$ cat config.mk
export PLATFORM = sky130hd
export DESIGN_NAME = wr_idle_gate
export DESIGN_NICKNAME = d
export VERILOG_FILES = /design/src/rtl/wg_pkg.sv /design/src/rtl/wg_addr_class.sv /design/src/rtl/wg_poll_timer.sv /design/src/rtl/wr_idle_gate.sv
export SDC_FILE = /design/constraint.sdc
export NUM_CORES = 1
export LEC_CHECK = 0
export ABC_CLOCK_PERIOD_IN_PS = 5300
export BUFFER_PORTS_ARGS = -buffer_cell sky130_fd_sc_hd__buf_2
export CAP_MARGIN = 20
export CELL_PAD_IN_SITES_DETAIL_PLACEMENT = 0
export CELL_PAD_IN_SITES_GLOBAL_PLACEMENT = 1
export CORE_AREA = 2 2 91 85
export DETAILED_ROUTE_END_ITERATION = 6
export DIE_AREA = 0 0 93 87
export GPL_TIMING_DRIVEN = 0
export PLACE_DENSITY_LB_ADDON = 0.1
export SYNTH_ARGS = -nofsm -noshare
export SYNTH_HDL_FRONTEND = slang
export SYNTH_HIERARCHICAL = 1
export SYNTH_SLANG_ARGS = --single-unit
$ cat constraint.sdc
create_clock -name clk -period 5.3 [get_ports clk]
set_clock_uncertainty 0.05 [all_clocks]
set_input_delay 0.53 -clock clk [delete_from_list [all_inputs] [get_ports clk]]
set_output_delay 0.53 -clock clk [all_outputs]
set_load 0.005 [all_outputs]
$ cat src/rtl/wg_pkg.sv
package wg_pkg;
  localparam int ADDR_W = 8;
  localparam int N_GRP  = 8;
  // setup-group addresses, lowest slot first
  localparam logic [N_GRP*ADDR_W-1:0] GRP_ADDRS =
    {8'h07, 8'h06, 8'h05, 8'h04, 8'h03, 8'h02, 8'h01, 8'h00};
  localparam logic [ADDR_W-1:0] CLK_CTL_ADDR = 8'h10;

  typedef enum logic [1:0] {GATE_NONE, GATE_CMD, GATE_CLK} gate_e;
  typedef enum logic [1:0] {ST_EMPTY, ST_WAIT, ST_SEND} st_e;
endpackage

$ cat src/rtl/wg_addr_class.sv
module wg_addr_class
  import wg_pkg::*;
(
  input  logic [ADDR_W-1:0] addr,
  input  logic              has_cmd_busy,
  output gate_e             kind
);
  logic [N_GRP-1:0] hit;

  for (genvar i = 0; i < N_GRP; i++) begin : g_cmp
    assign hit[i] = (addr == GRP_ADDRS[i*ADDR_W +: ADDR_W]);
  end

  always_comb begin
    if (|hit)                      kind = has_cmd_busy ? GATE_CMD : GATE_CLK;
    else if (addr == CLK_CTL_ADDR) kind = GATE_CLK;
    else                           kind = GATE_NONE;
  end
endmodule

$ cat src/rtl/wg_poll_timer.sv
module wg_poll_timer #(
  parameter int PW        = 8,
  parameter int MAX_POLLS = 1000
) (
  input  logic          clk,
  input  logic          rst_n,
  input  logic          start,
  input  logic          active,
  input  logic [PW-1:0] prescale,
  input  logic          busy,
  output logic          idle_hit,
  output logic          expired
);
  localparam int CW = (MAX_POLLS > 1) ? $clog2(MAX_POLLS) : 1;
  localparam logic [CW-1:0] LAST = CW'(MAX_POLLS - 1);

  logic [PW-1:0] tick_q;
  logic [CW-1:0] polls_q;
  logic          poll_now;

  always_comb begin
    poll_now = active && (tick_q == '0);
    idle_hit = poll_now && !busy;
    expired  = poll_now && busy && (polls_q == LAST);
  end

  always_ff @(posedge clk or negedge rst_n) begin
    if (!rst_n) begin
      tick_q  <= '0;
      polls_q <= '0;
    end else if (start) begin
      tick_q  <= '0;
      polls_q <= '0;
    end else if (poll_now) begin
      tick_q  <= prescale;
      polls_q <= polls_q + 1'b1;
    end else if (active) begin
      tick_q  <= tick_q - 1'b1;
    end
  end
endmodule

$ cat src/rtl/wr_idle_gate.sv
module wr_idle_gate
  import wg_pkg::*;
#(
  parameter int DW        = 32,
  parameter int PW        = 8,
  parameter int MAX_POLLS = 1000
) (
  input  logic              clk,
  input  logic              rst_n,
  input  logic              req_valid,
  output logic              req_ready,
  input  logic [ADDR_W-1:0] req_addr,
  input  logic [DW-1:0]     req_data,
  output logic              fwd_valid,
  input  logic              fwd_ready,
  output logic [ADDR_W-1:0] fwd_addr,
  output logic [DW-1:0]     fwd_data,
  input  logic              stat_cmd_busy,
  input  logic              stat_clkdiv_ready,
  input  logic              cfg_has_cmd_busy,
  input  logic [PW-1:0]     cfg_prescale,
  input  logic              err_clear,
  output logic              err_timeout
);
  st_e               st_q;
  gate_e             kind_in, kind_q;
  logic [ADDR_W-1:0] addr_q;
  logic [DW-1:0]     data_q;
  logic              err_q, take, busy_sel, idle_hit, expired;

  wg_addr_class u_class (
    .addr(req_addr), .has_cmd_busy(cfg_has_cmd_busy), .kind(kind_in)
  );

  assign busy_sel = (kind_q == GATE_CMD) ? stat_cmd_busy : !stat_clkdiv_ready;
  assign take     = req_valid && (st_q == ST_EMPTY);

  wg_poll_timer #(.PW(PW), .MAX_POLLS(MAX_POLLS)) u_timer (
    .clk(clk), .rst_n(rst_n), .start(take), .active(st_q == ST_WAIT),
    .prescale(cfg_prescale), .busy(busy_sel),
    .idle_hit(idle_hit), .expired(expired)
  );

  always_ff @(posedge clk or negedge rst_n) begin
    if (!rst_n) begin
      st_q   <= ST_EMPTY;
      kind_q <= GATE_NONE;
      addr_q <= '0;
      data_q <= '0;
    end else begin
      unique case (st_q)
        ST_EMPTY: if (take) begin
          addr_q <= req_addr;
          data_q <= req_data;
          kind_q <= kind_in;
          st_q   <= (kind_in == GATE_NONE) ? ST_SEND : ST_WAIT;
        end
        ST_WAIT: begin
          if (idle_hit)     st_q <= ST_SEND;
          else if (expired) st_q <= ST_EMPTY;
        end
        ST_SEND: if (fwd_ready) st_q <= ST_EMPTY;
        default: st_q <= ST_EMPTY;
      endcase
    end
  end

  always_ff @(posedge clk or negedge rst_n) begin
    if (!rst_n)         err_q <= 1'b0;
    else if (expired)   err_q <= 1'b1;
    else if (err_clear) err_q <= 1'b0;
  end

  assign req_ready   = (st_q == ST_EMPTY);
  assign fwd_valid   = (st_q == ST_SEND);
  assign fwd_addr    = addr_q;
  assign fwd_data    = data_q;
  assign err_timeout = err_q;
endmodule

==> key figures <==
Run status
  – Status: completed

Setup path
  – WP data arrival: 3.08 ns
  – CP Data Required Time: 5.49 ns
  – RR Startpoint: st_q[0]
  – Worst Setup SP: st_q[0]
  – Worst setup path class: register to register
  – Worst Setup End Kind: register
  – Reg-to-reg endpoint: st_q[1]
  – Critical Path Fanout Max: 9
  – FF-to-FF setup slack: between 2 and 2.5 ns
  – Critical Path Start Type: register
  – R2R cell count: 7

STA
  – FMAX: 346 MHz
  – Worst Tran Pin Value: between 0.7 and 0.8 ns
  – Max Slew Vio Count: 0
  – # setup viols final: 0
  – Final Hold Violating Endpoints: 0
  – Fin crit period: 2.89 ns
  – Crit share post-route: 0.545
  – Final TNS setup: 0 ns
  – Relative slew margins: 0.476
  – RSZ-0062 raised after global routing: false

Clock network
  – Clock Latency Late Sink: 0.34 ns
  – Reg clk slew, reported paths: 0.07 ns
  – Number of CTS-inserted buffers: 9
  – Setup repair bufs after CTS: 0
  – H-tree Lvls: 3
  – CTS sink count: 63
  – Cts repair resizes: 0
  – Root Buffer: clkbuf_8
  – Cts-stage hold buffer count: 0
  – Clock buffer depth: 2
  – CTS tree: built

Global route
  – First-pass GRT wire length: between 10000 and 15000 um
  – Gr usage total: 0.166
  – Overflow after GRT: 0
  – Vias in the first global route: 2146
  – Pin count of the biggest net entering global routing: 64
  – Initial antenna violation count: 0

Yosys
  – Cell area after synthesis: 2920 sq um
  – Syn Inst Count: 230
  – Average size of a mapped cell: 12.7 sq um
  – Async SR Flop Fraction: 1.00
  – Post-synthesis sequential area ratio: 0.541
  – Compound-cell area share of the yosys netlist: 0.0691
  – Synth Flop Type: dfrtp_1
  – Synth Area in XOR/XNOR: 0.0120
  – Synth Area in Simple Gates: 0.163
  – Post-synth EDFFs: 0
  – Synth top area share: 0.541
  – Yosys warnings: 6
  – Mux contribution to synthesized area: 0.173
  – #FFs+latches synth: 63
  – Syn nets: around 290
  – Netlist cell types: 50
  – Adder-Cell Fraction of Synth Area: 0.0129
  – Largest family of logic cells by synthesized area: multiplexers
  – Top post-synthesis cells by area: dfrtp_1, mux2_1, mux2_2
  – Area leader, netlist: dfrtp_1

Floorplanning
  – Initial Utilization: 0.405
  – Ports: just under 100
  – Core area: 7210 sq um
  – Core Rows: 30
  – Die H: 87 um
  – Die area: 8090 sq um
  – DIE WIDTH: about 93 um

Cells and area
  – # nets final: 398
  – Share of layout cells above drive strength 1: 0.424
  – Area added between synthesis and finish: 27.9%
  – Antenna diode count: 0
  – Util after Layout: 0.517

Placed design
  – PortBufs: 98
  – Post-DP HPWL: 4400 um
  – Routability congestion estimate: 0.725

Drt
  – ANT nets after route: 0
  – Initial DRC count: 52
  – DR vias: between 2000 and 2500
  – Final wirelength: around 6200 um
  – Via/cell ratio: between 4 and 5
  – # DRC: 0
  – Average wire per standard cell: between 10 and 15 um
  – Drt pass-1 iters: 4

Flow run
  – Max capacitance violation total: 0

Pwr
  – P per Cell Area: 456 nW/um^2
  – LEAKAGE: 1.71 nW
  – Peak supply drop: 0.196 mV

Worst hold path
  – Min-delay worst type: primary input to async pin
==> critical path: stages (launching register included) <==
cell	delay [ns]
dfrtp_1	0.33
clkbuf_1	0.31
nor2b_1	0.59
nor4b_4	0.37
nand4_1	0.27
nor4_1	0.45
nor4b_1	0.14
a311oi_1	0.27
==> power by group <==
part,switching [mW],internal (mW)
Clock,0.187,0.229
Sequential,0.0792,0.651
Combinational,0.244,0.311
==> cells in the final DEF, fill, tap and decap left out, types with 2 or more instances in the layout <==
master      count
inv_1           5
nor3b_2         2
mux2_1         30
clkbuf_1        3
a311oi_1        2
buf_6           4
or2_2           3
clkbuf_8       10
o31ai_1         3
nand2_1         7
nor2_1         11
dfrtp_1        63
nand3b_1        3
nor2b_1         3
or4b_4          2
nand3_1         2
a21oi_1        13
mux2i_1         2
buf_2          99
nor4b_1         2
nand4_1         5
nor3_1          4
clkinvlp_4      3
or4b_1          2
or3b_2          2
mux2_2         13
o21ai_0         7
a21o_1          2
nand2b_1        2
or3_1           4
or4_1           3
ha_1            3
xnor2_1         3
==> synth_stat cells, types with 3 or more instances <==
library cell	n
dfrtp_1	63
mux2_1	30
a21oi_1	13
mux2_2	13
nor2_1	11
nand2_1	7
o21ai_0	7
inv_1	5
nand4_1	5
buf_6	4
nor3_1	4
or3_1	4
ha_1	3
nand3b_1	3
nor2b_1	3
o31ai_1	3
or2_2	3
or4_1	3
xnor2_1	3
==> layout make-up <==
class | count | area [sq um]
Fill cell | 695 | 3480
Sequential cell | 63 | 1580
Multi-Input combinational cell | 153 | 1250
Timing Repair Buffer | 98 | 493
Clock buffer | 11 | 141
Tap cell | 96 | 120
Buffer | 9 | 66.3
Clock inverter | 5 | 57.6
Inverter | 5 | 18.8
==> kinds of logic after synthesis <==
family,Yosys count
multiplexers,45
AND/OR/NAND/NOR,68
XOR/XNOR,4
AO/OA/AOI/OAI,33
buffers and inverters,14
flip-flops,63
adder cells (fa/ha/maj),3
==> per-stage QoR <==
step	worst slack (ns)	hold WS, ns	instances	power [mW]	area [sq um]
after global placement	2.44	0.408	424	1.30	3530
after floorplan	3.05	0.184	230	1.05	2920
after CTS	2.35	0.253	440	1.73	3730
after global routing	2.15	0.288	440	1.82	3730
final	2.41	0.229	440	1.70	3730
after detailed placement	2.41	0.419	424	1.31	3530
==> flip-flops by register name, indices dropped and copies added (netlist names) <==
signal and count:
err_timeout 1, kind_q 2, fwd_data 32, st_q 2
fwd_addr 8, u_timer/polls_q 10, u_timer/tick_q 8
==> worst max path at each step <==
stage                     endpoint  slack [ns]  cells after the start
after global routing       st_q[1]        2.15                      7
final                      st_q[1]        2.41                      7
after CTS                  st_q[1]        2.35                      7
after detailed placement   st_q[1]        2.41                      7
after global placement     st_q[1]        2.44                      7
after floorplan            st_q[1]        3.05                      7
==> routing by layer <==
metal,share of wire,vias to the layer above,GRT usage
met5,0,-,0
met1,0.46,1032,0.205
met3,0.074,6,0.0606
met2,0.45,79,0.269
li1,-,1066,-
met4,0.012,0,0.0602
Note: power is estimated with default switching activity, not from simulation.
